==> src/rtl/emu_mem_mapper_pkg.sv <==
package emu_mem_mapper_pkg;
    typedef enum logic [2:0] {
        ST_IDLE  = 3'd0,
        ST_EXT   = 3'd1,
        ST_SIM   = 3'd2,
        ST_SIM_WP = 3'd3,
        ST_FLOAT = 3'd4
    } map_state_e;

    localparam logic [1:0] HREG_INDEX = 2'd0;
    localparam logic [1:0] HREG_BLOCK = 2'd1;
    localparam logic [1:0] HREG_RGN   = 2'd2;
    localparam logic [1:0] HREG_CLR   = 2'd3;
endpackage

==> src/rtl/mm_tables.sv <==
module mm_tables
    import emu_mem_mapper_pkg::*;
#(
    parameter int ADDR_W = 16,
    parameter int NBLK   = 4,
    parameter int SIM_SH = 13,
    parameter int RGN_SH = 8,
    parameter int HD_W   = 16
) (
    input  logic              clk,
    input  logic              rst_n,
    input  logic              host_we,
    input  logic [1:0]        host_reg,
    input  logic [HD_W-1:0]   host_wdata,
    input  logic [ADDR_W-1:0] lk_addr,
    output logic              is_ext,
    output logic [NBLK-1:0]   hit_vec,
    output logic              hit_wp,
    output logic              host_clr
);
    localparam int PAGE_W = ADDR_W - SIM_SH;
    localparam int RGN_W  = ADDR_W - RGN_SH;
    localparam int NRGN   = 1 << RGN_W;
    localparam int BSEL_W = $clog2(NBLK);

    logic [RGN_W-1:0]  idx_q;
    logic [PAGE_W-1:0] base_q [NBLK];
    logic [NBLK-1:0]   wp_q;
    logic [NRGN-1:0]   ext_q;

    always_ff @(posedge clk) begin
        if (!rst_n) begin
            idx_q <= '0;
            wp_q  <= '0;
            ext_q <= '0;
            for (int i = 0; i < NBLK; i++) base_q[i] <= PAGE_W'(i);
        end else if (host_we) begin
            unique case (host_reg)
                HREG_INDEX: idx_q <= host_wdata[RGN_W-1:0];
                HREG_BLOCK: begin
                    base_q[idx_q[BSEL_W-1:0]] <= host_wdata[PAGE_W-1:0];
                    wp_q[idx_q[BSEL_W-1:0]]   <= host_wdata[HD_W-1];
                end
                HREG_RGN:   ext_q[idx_q] <= host_wdata[0];
                default: ;
            endcase
        end
    end

    assign host_clr = host_we && (host_reg == HREG_CLR);
    assign is_ext   = ext_q[lk_addr[ADDR_W-1:RGN_SH]];

    always_comb begin
        logic found;
        found   = 1'b0;
        hit_vec = '0;
        hit_wp  = 1'b0;
        for (int i = 0; i < NBLK; i++) begin
            if (!found && base_q[i] == lk_addr[ADDR_W-1:SIM_SH]) begin
                found      = 1'b1;
                hit_vec[i] = 1'b1;
                hit_wp     = wp_q[i];
            end
        end
    end


    prio_onehot_chk: assert property (@(posedge clk) disable iff (!rst_n)
        $onehot0(hit_vec));


    rgn_write_chk: assert property (@(posedge clk) disable iff (!rst_n)
        (host_we && host_reg == HREG_RGN) |=> ext_q[$past(idx_q)] == $past(host_wdata[0]));
endmodule

==> src/rtl/mm_fsm.sv <==
module mm_fsm
    import emu_mem_mapper_pkg::*;
#(
    parameter int NBLK = 4
) (
    input  logic            clk,
    input  logic            rst_n,
    input  logic            bus_strobe,
    input  logic            bus_wr,
    input  logic            bus_done,
    input  logic            is_ext,
    input  logic [NBLK-1:0] hit_vec,
    input  logic            hit_wp,
    input  logic            host_clr,
    output logic [NBLK-1:0] blk_sel,
    output logic            tgt_en,
    output logic            tgt_rd,
    output logic            wr_inhibit,
    output logic            viol
);
    map_state_e      state, nxt;
    logic [NBLK-1:0] sel_q;
    logic            wr_q;
    logic            start;

    assign start = (state == ST_IDLE) && bus_strobe;

    always_comb begin
        nxt = state;
        unique case (state)
            ST_IDLE: if (bus_strobe) begin
                if (is_ext)                nxt = ST_EXT;
                else if (|hit_vec)         nxt = (bus_wr && hit_wp) ? ST_SIM_WP : ST_SIM;
                else                       nxt = ST_FLOAT;
            end
            ST_EXT, ST_SIM, ST_SIM_WP, ST_FLOAT: if (bus_done) nxt = ST_IDLE;
            default: nxt = ST_IDLE;
        endcase
    end

    always_ff @(posedge clk) begin
        if (!rst_n) begin
            state <= ST_IDLE;
            sel_q <= '0;
            wr_q  <= 1'b0;
            viol  <= 1'b0;
        end else begin
            state <= nxt;
            if (start) begin
                sel_q <= hit_vec;
                wr_q  <= bus_wr;
            end
            if (start && nxt == ST_SIM_WP) viol <= 1'b1;
            else if (host_clr)             viol <= 1'b0;
        end
    end

    always_comb begin
        blk_sel    = '0;
        tgt_en     = 1'b0;
        tgt_rd     = 1'b0;
        wr_inhibit = 1'b0;
        unique case (state)
            ST_IDLE, ST_FLOAT: ;
            ST_EXT: begin
                tgt_en = 1'b1;
                tgt_rd = !wr_q;
            end
            ST_SIM:    blk_sel = sel_q;
            ST_SIM_WP: begin
                blk_sel    = sel_q;
                wr_inhibit = 1'b1;
            end
            default: ;
        endcase
    end


    sel_onehot_chk: assert property (@(posedge clk) disable iff (!rst_n)
        $onehot0(blk_sel));


    hold_chk: assert property (@(posedge clk) disable iff (!rst_n)
        (state != ST_IDLE && !bus_done) |=> $stable(blk_sel) && $stable(tgt_en));


    ext_route_chk: assert property (@(posedge clk) disable iff (!rst_n)
        (start && is_ext) |=> tgt_en && blk_sel == '0);


    inhibit_chk: assert property (@(posedge clk) disable iff (!rst_n)
        wr_inhibit |-> (wr_q && |blk_sel && !tgt_en));


    viol_rise_chk: assert property (@(posedge clk) disable iff (!rst_n)
        $rose(viol) |-> wr_inhibit);
endmodule

==> src/rtl/emu_mem_mapper.sv <==
module emu_mem_mapper
    import emu_mem_mapper_pkg::*;
#(
    parameter int ADDR_W = 16,
    parameter int NBLK   = 4,
    parameter int SIM_SH = 13,
    parameter int RGN_SH = 8,
    parameter int HD_W   = 16
) (
    input  logic              clk,
    input  logic              rst_n,
    input  logic              host_we,
    input  logic [1:0]        host_reg,
    input  logic [HD_W-1:0]   host_wdata,
    input  logic              bus_strobe,
    input  logic [ADDR_W-1:0] bus_addr,
    input  logic              bus_wr,
    input  logic              bus_done,
    output logic [NBLK-1:0]   blk_sel,
    output logic              tgt_en,
    output logic              tgt_rd,
    output logic              wr_inhibit,
    output logic              viol
);
    logic            is_ext;
    logic [NBLK-1:0] hit_vec;
    logic            hit_wp;
    logic            host_clr;

    mm_tables #(
        .ADDR_W(ADDR_W), .NBLK(NBLK), .SIM_SH(SIM_SH), .RGN_SH(RGN_SH), .HD_W(HD_W)
    ) u_tables (
        .clk(clk), .rst_n(rst_n), .host_we(host_we), .host_reg(host_reg),
        .host_wdata(host_wdata), .lk_addr(bus_addr), .is_ext(is_ext),
        .hit_vec(hit_vec), .hit_wp(hit_wp), .host_clr(host_clr)
    );

    mm_fsm #(.NBLK(NBLK)) u_fsm (
        .clk(clk), .rst_n(rst_n), .bus_strobe(bus_strobe), .bus_wr(bus_wr),
        .bus_done(bus_done), .is_ext(is_ext), .hit_vec(hit_vec), .hit_wp(hit_wp),
        .host_clr(host_clr), .blk_sel(blk_sel), .tgt_en(tgt_en), .tgt_rd(tgt_rd),
        .wr_inhibit(wr_inhibit), .viol(viol)
    );


    tgt_rd_chk: assert property (@(posedge clk) disable iff (!rst_n)
        tgt_rd |-> tgt_en);
endmodule

==> config.mk <==
export PLATFORM = sky130hd
export DESIGN_NAME = emu_mem_mapper
export DESIGN_NICKNAME = d
export VERILOG_FILES = /design/src/rtl/emu_mem_mapper_pkg.sv /design/src/rtl/mm_tables.sv /design/src/rtl/mm_fsm.sv /design/src/rtl/emu_mem_mapper.sv
export SDC_FILE = /design/constraint.sdc
export NUM_CORES = 1
export LEC_CHECK = 0
export CORE_MARGIN = 2
export CORE_UTILIZATION = 50
export CTS_BUF_LIST = sky130_fd_sc_hd__clkbuf_4
export CTS_CLUSTER_SIZE = 28
export DETAILED_ROUTE_END_ITERATION = 16
export DONT_BUFFER_PORTS = 1
export SYNTH_ARGS = -nofsm -noshare
export SYNTH_HDL_FRONTEND = slang
export SYNTH_SLANG_ARGS = --single-unit
==> constraint.sdc <==
create_clock -name clk -period 2.8 [get_ports clk]
set_input_delay 0.28 -clock clk [delete_from_list [all_inputs] [get_ports clk]]
set_output_delay 0.28 -clock clk [all_outputs]
set_load 0.01 [all_outputs]
Yosys cells after proc, flatten, opt, wreduce, memory -nomap -nowiden
Memory sizes are Yosys's and may differ from the RTL's.
Index checks and enable logic that the tools add are counted.
W data, S select, Z words.
{ "totals": {"ram_bits": 12, "word_cells": 86, "register_bits": 277, "memories": 1, "inputBits": 40} }
{ "classes": {"n_reduce_logical": 23, "mux": 38, "eq_ne": 12, "n_lt_le_gt_ge": 5} }
{ "mem_list": {"columns": ["memory", "depth", "word_bits", "read_ports", "rd_ports_with_merged_regs", "wr", "line_no", "rtl"], "rows": [
  ["u_tables.base_q", 4, 3, 4, 0, 4, "mm_tables.sv:27", "logic [PAGE_W-1:0] base_q [NBLK];"]
]} }
{ "ops": {"columns": ["cell", "n"], "rows": [
  ["$bwmux W256", 1],
  ["$mux W1", 25],
  ["$lt A8 B9 Y1 const B", 2],
  ["$mux W3", 5],
  ["$eq A3 B3 Y1", 4],
  ["$eq A3 B2 Y1 const B", 3],
  ["$logic_and A1 B1 Y1", 9],
  ["$bmux W1 S8", 1],
  ["$demux W1 S8", 1],
  ["$ge A8 B1 Y1 const B", 1],
  ["$reduce_or A4 Y1", 2],
  ["$pmux W3 S2", 1],
  ["$reduce_and A2 Y1", 3],
  ["$bwmux W4", 1],
  ["$eq A2 B2 Y1 const B", 2],
  ["$logic_not A1 Y1", 4],
  ["$mux W4", 1],
  ["$eq A3 B1 Y1 const B", 1],
  ["$eq A3 B3 Y1 const B", 1],
  ["$logic_not A3 Y1", 1],
  ["$lt A2 B3 Y1 const B", 1],
  ["$reduce_or A3 Y1", 1],
  ["$demux W1 S2", 1],
  ["$eq A2 B1 Y1 const B", 1],
  ["other kinds (5)", 5]
]} }

Logic depth before layout (Yosys ltp)
An unclocked memory read counts as a cell.
{ "depth": {"depth_word": 21, "mapped_depth": 12, "depth_no_buf": 7} }

Hierarchy
A second synthesis with hierarchy kept.
{ "unflattened": {"hier_cells": 1655, "hier_area_um2": 14455.1} }
{ "by_module_without_submodules": {"columns": ["module", "area_each_um2", "seq_area_each_um2", "cells_each", "n_inst"], "rows": [
  ["mm_tables", 14010.9, 5725.5, 1603, 1],
  ["mm_fsm", 444.2, 180.2, 52, 1]
]} }

Worst setup path before layout
No wires, ideal clock.
{ "synth_timing": {"path_type": "input to register", "startpoint": "input bus_addr[8]", "endpoint": "register u_fsm.state[2]", "required_ps": 2716, "setup_ps": 84, "setup_slack_ps": 355, "path_stages": 8, "arrival_ps": 2361, "cell_sequence": "buf_2 > mux4_2 > mux4_2 > nor2_1 > a311oi_1 > o311ai_1 > nand3_2 > o31ai_2"} }
{ "synth_between": {"elab_chain_len": 5} }
{ "synth_lines": {"columns": ["item", "line_no", "rtl"], "rows": [
  ["start: declaration", "emu_mem_mapper.sv:16", "input logic [ADDR_W-1:0] bus_addr,"],
  ["$bmux W1 S8", "mm_tables.sv:51", "assign is_ext = ext_q[lk_addr[ADDR_W-1:RGN_SH]];"],
  ["$mux W1 (implied by the code)", "mm_tables.sv:51", null],
  ["$mux W3", "mm_fsm.sv:32", "if (is_ext) nxt = ST_EXT;"],
  ["$mux W3", "mm_fsm.sv:31", "ST_IDLE: if (bus_strobe) begin"],
  ["$pmux W3 S2", "mm_fsm.sv:30", "unique case (state)"],
  ["end signal: assignment", "mm_fsm.sv:48", "state <= nxt;"],
  ["end: declaration", "mm_fsm.sv:21", "map_state_e state, nxt;"]
]} }
Every way passes these cells. The select of a mux whose other input is x is not followed.
A chain may end at the register's enable or synchronous reset.

Final worst setup path
{ "layout_timing": {"startpoint": "register u_tables.ext_q[70]", "endpoint": "register u_fsm.state[2]"} }
{ "layout_between": {"elab_chain_len": 5} }
{ "layout_lines": {"columns": ["item", "line_no", "rtl"], "rows": [
  ["start: declaration", "mm_tables.sv:29", "logic [NRGN-1:0] ext_q;"],
  ["start signal: indexed assignment", "mm_tables.sv:44", "HREG_RGN: ext_q[idx_q] <= host_wdata[0];"],
  ["$bmux W1 S8", "mm_tables.sv:51", null],
  ["$mux W1 (implied by the code)", "mm_tables.sv:51", null],
  ["$mux W3", "mm_fsm.sv:32", null],
  ["$mux W3", "mm_fsm.sv:31", null],
  ["$pmux W3 S2", "mm_fsm.sv:30", null]
]} }
Every way passes these cells. The select of a mux whose other input is x is not followed.

==> flow_summary.json <==
{
  "status": "complete, no violations",
  "crit_path_start_kind": "register",
  "async_flop_share_pct": 0,
  "syn_avg_cell_area_sq_um": 8.39,
  "max-vdd-ir-drop_v": 0.000297,
  "grt_use_met2_pct": 53.8,
  "synth_flop_cell": "dfxtp_1",
  "finalHoldViolCount": 0,
  "clock_latency_ps": 720,
  "grt_max_degree": 160,
  "setup_violations": 0,
  "worstMarginPinSlew_ps": 928,
  "cts_max_level": 3,
  "synthesis.area_sq_mm": 0.0138,
  "hold-path-cell-count": 3,
  "cts_resized": 0,
  "first_pass_iters": 7,
  "hpwl_microns": 26400,
  "row_count": 60,
  "ys_seq_area_share_pct": 42.7,
  "cts.clk_slew.worst_paths_ps": 60,
  "critPathMaxFanout": 3,
  "cts_sinks": 289,
  "antenna_found_initial": 1,
  "postRouteAntennaNets": 0,
  "dpl_cell_area_sq_mm": 0.0142,
  "fmax_mhz": 387,
  "rsz0062_at_grt": "false",
  "viasPerCell": 6.36,
  "clk_path_buf_depth": 3,
  "synth_warnings": 0,
  "skew_ps": 58.5,
  "worst-setup-path-type": "register to register",
  "worstPathArrival_ps": 3220,
  "syn2layout_area_growth_pct": 19.5,
  "min_period_ps": 2580,
  "power_leakage_nw": 5.13,
  "overflow": 0,
  "netlist_instances": 1647,
  "cp.required_ps": 3440,
  "drtIter0Drc": 1306,
  "timing.max_cap.violations": 0,
  "io_pins": 48,
  "cts_buffers": 78,
  "n_fill_cell": 2455,
  "drc": 0,
  "grt_pass1_vias": 13067,
  "routed_wirelength_microns": 48000,
  "final_area_sq_mm": 0.0165,
  "setup_tns_ps": 0,
  "dieArea_sq_mm": 0.0290,
  "io_buffers": 0,
  "drive_above_1_share_pct": 15.3,
  "wl_per_cell_microns": 22.3,
  "pwr_density_cell_mw_per_mm2": 513,
  "yosysUniqueCellTypes": 52,
  "placeableCoreArea_sq_mm": 0.0270,
  "cts_tree": "done",
  "root_buffer": "clkbuf_4",
  "die_h_microns": 170,
  "grt_pass1_wl_microns": 73800,
  "grtUsageMet3_pct": 7.63,
  "slew_viol_final": 0,
  "die_w_microns": 170,
  "max-slew-margin-rel_pct": 37.3,
  "fin_nets": 1794,
  "hold_class": "input port to register",
  "via_count": 13721,
  "grt_busiest_layer": "met2",
  "synth_edf_count": 12,
  "gp_congestion": 0.885,
  "grtUsageMet1_pct": 41.8,
  "syn_nets": 1687,
  "ys_ff_latch": 289,
  "period_share_pct": 92.2,
  "grt_use_total_pct": 33.1,
  "end_kind": "register",
  "reg2regPathDepth": 6,
  "initial_core_util_pct": 51.1
}
[Yosys cell counts, types with 8 or more instances]
cell type / instances / area share [%]
dfxtp_1: 277 / 40
nand3_1: 271 / 9.8
a21oi_1: 266 / 9.6
o21ai_0: 232 / 8.4
clkbuf_1: 145 / 3.9
nand2_1: 113 / 3.1
nor2_1: 55 / 1.5
mux4_2: 46 / 7.5
mux2i_1: 42 / 3.0
nor3_1: 25 / 0.91
a22oi_1: 18 / 0.98
nor2b_1: 13 / 0.59
edfxtp_1: 12 / 2.6
nand2b_1: 11 / 0.50
buf_1: 9 / 0.24
buf_2: 9 / 0.33
and2_1: 8 / 0.36
mux4_1: 8 / 1.5
[flip-flops by register name, indices dropped and copies added (netlist names)]
register / cells
u_tables.idx_q: 8
u_fsm.wr_q: 1
u_tables.base_q: 12
u_tables.ext_q: 256
u_fsm.state: 3
u_fsm.viol: 1
u_fsm.sel_q: 4
u_tables.wp_q: 4
[metal layers]
layer	wire length, microns	vias up
li1	-	6266
met1	19300	6718
met2	22400	600
met3	4230	137
met4	2080	0
met5	0	-
[power breakdown]
group / internal (mW) / leakage (nW) / switching (mW)
Clock: 2.03 / 0.598 / 1.82
Combinational: 0.153 / 2.19 / 0.294
Sequential: 4.16 / 2.34 / 0.0215
[cell usage in the layout (no fill, tap or decap), types with 15 or more instances in the layout]
cell / netlist / final
a21oi_1: 266 / 266
a22oi_1: 18 / 18
buf_4: 3 / 70
clkbuf_4: 0 / 119
dfxtp_1: 277 / 277
dlygate4sd3_1: 0 / 123
mux2i_1: 42 / 42
mux4_2: 46 / 46
nand2_1: 113 / 113
nand3_1: 271 / 271
nor2_1: 55 / 55
nor3_2: 0 / 15
o21ai_0: 232 / 232
[area by class of cell]
cell class                 count  area [sq um]  area share [%]
clock inverter                21           120           0.727
sequential                   289          5910            35.8
inverter                       8          37.5           0.227
multi-input combinational   1182          7320            44.4
timing repair buffer         195          1800            10.9
clock buffer                 119           893            5.41
tap                          341           427            2.58
antenna                        1          2.50          0.0152
[repair_timing]
action,in CTS,in global routing
hold buffers,124,0
hold endpoints to repair,301,0
buffers inserted,0,0
[worst paths after layout]
path / from / slack (ps) / to
setup / recovery: u_tables.ext_q[70] / 220 / u_fsm.state[2]
hold / removal: bus_strobe / 30 / u_fsm.sel_q[3]
setup reg to reg: u_tables.ext_q[70] / 220 / u_fsm.state[2]
hold reg to reg: u_fsm.sel_q[1] / 450 / u_fsm.sel_q[1]
[logic make-up (layout without fill, tap and decap cells)]
family / after synthesis / after routing / synth area share, %
mux: 98 / 98 / 12.2
other cells: 0 / 1 / 0
xor+xnor: 12 / 12 / 0.761
flops: 289 / 289 / 42.7
compound gates: 541 / 541 / 20.7
simple gates: 531 / 531 / 18.5
buf+inv: 176 / 343 / 5.08
[stage by stage]
step                      setup slack (ps)  total power [mW]  utilization (%)  cells  hold slack [ps]
final                                  219              8.47             61.1   2156             25.5
after CTS                              214              8.53             61.1   2155             7.01
after floorplan                        355              4.64                -   1647              416
after global placement                 182              4.63             52.7   1891              422
after global routing                   124              8.80             61.1   2156             34.0
after detailed placement               200              4.64             52.7   1891              425
[worst max-delay path, cell delays in order (launching register included)]
cell and delay, ps:
dfxtp_1 310, mux4_1 520, mux4_2 520, a2111o_1 470
nand4_1 240, nand3_2 170, o31ai_2 280
No activity file was read; power rests on OpenSTA's default activity.
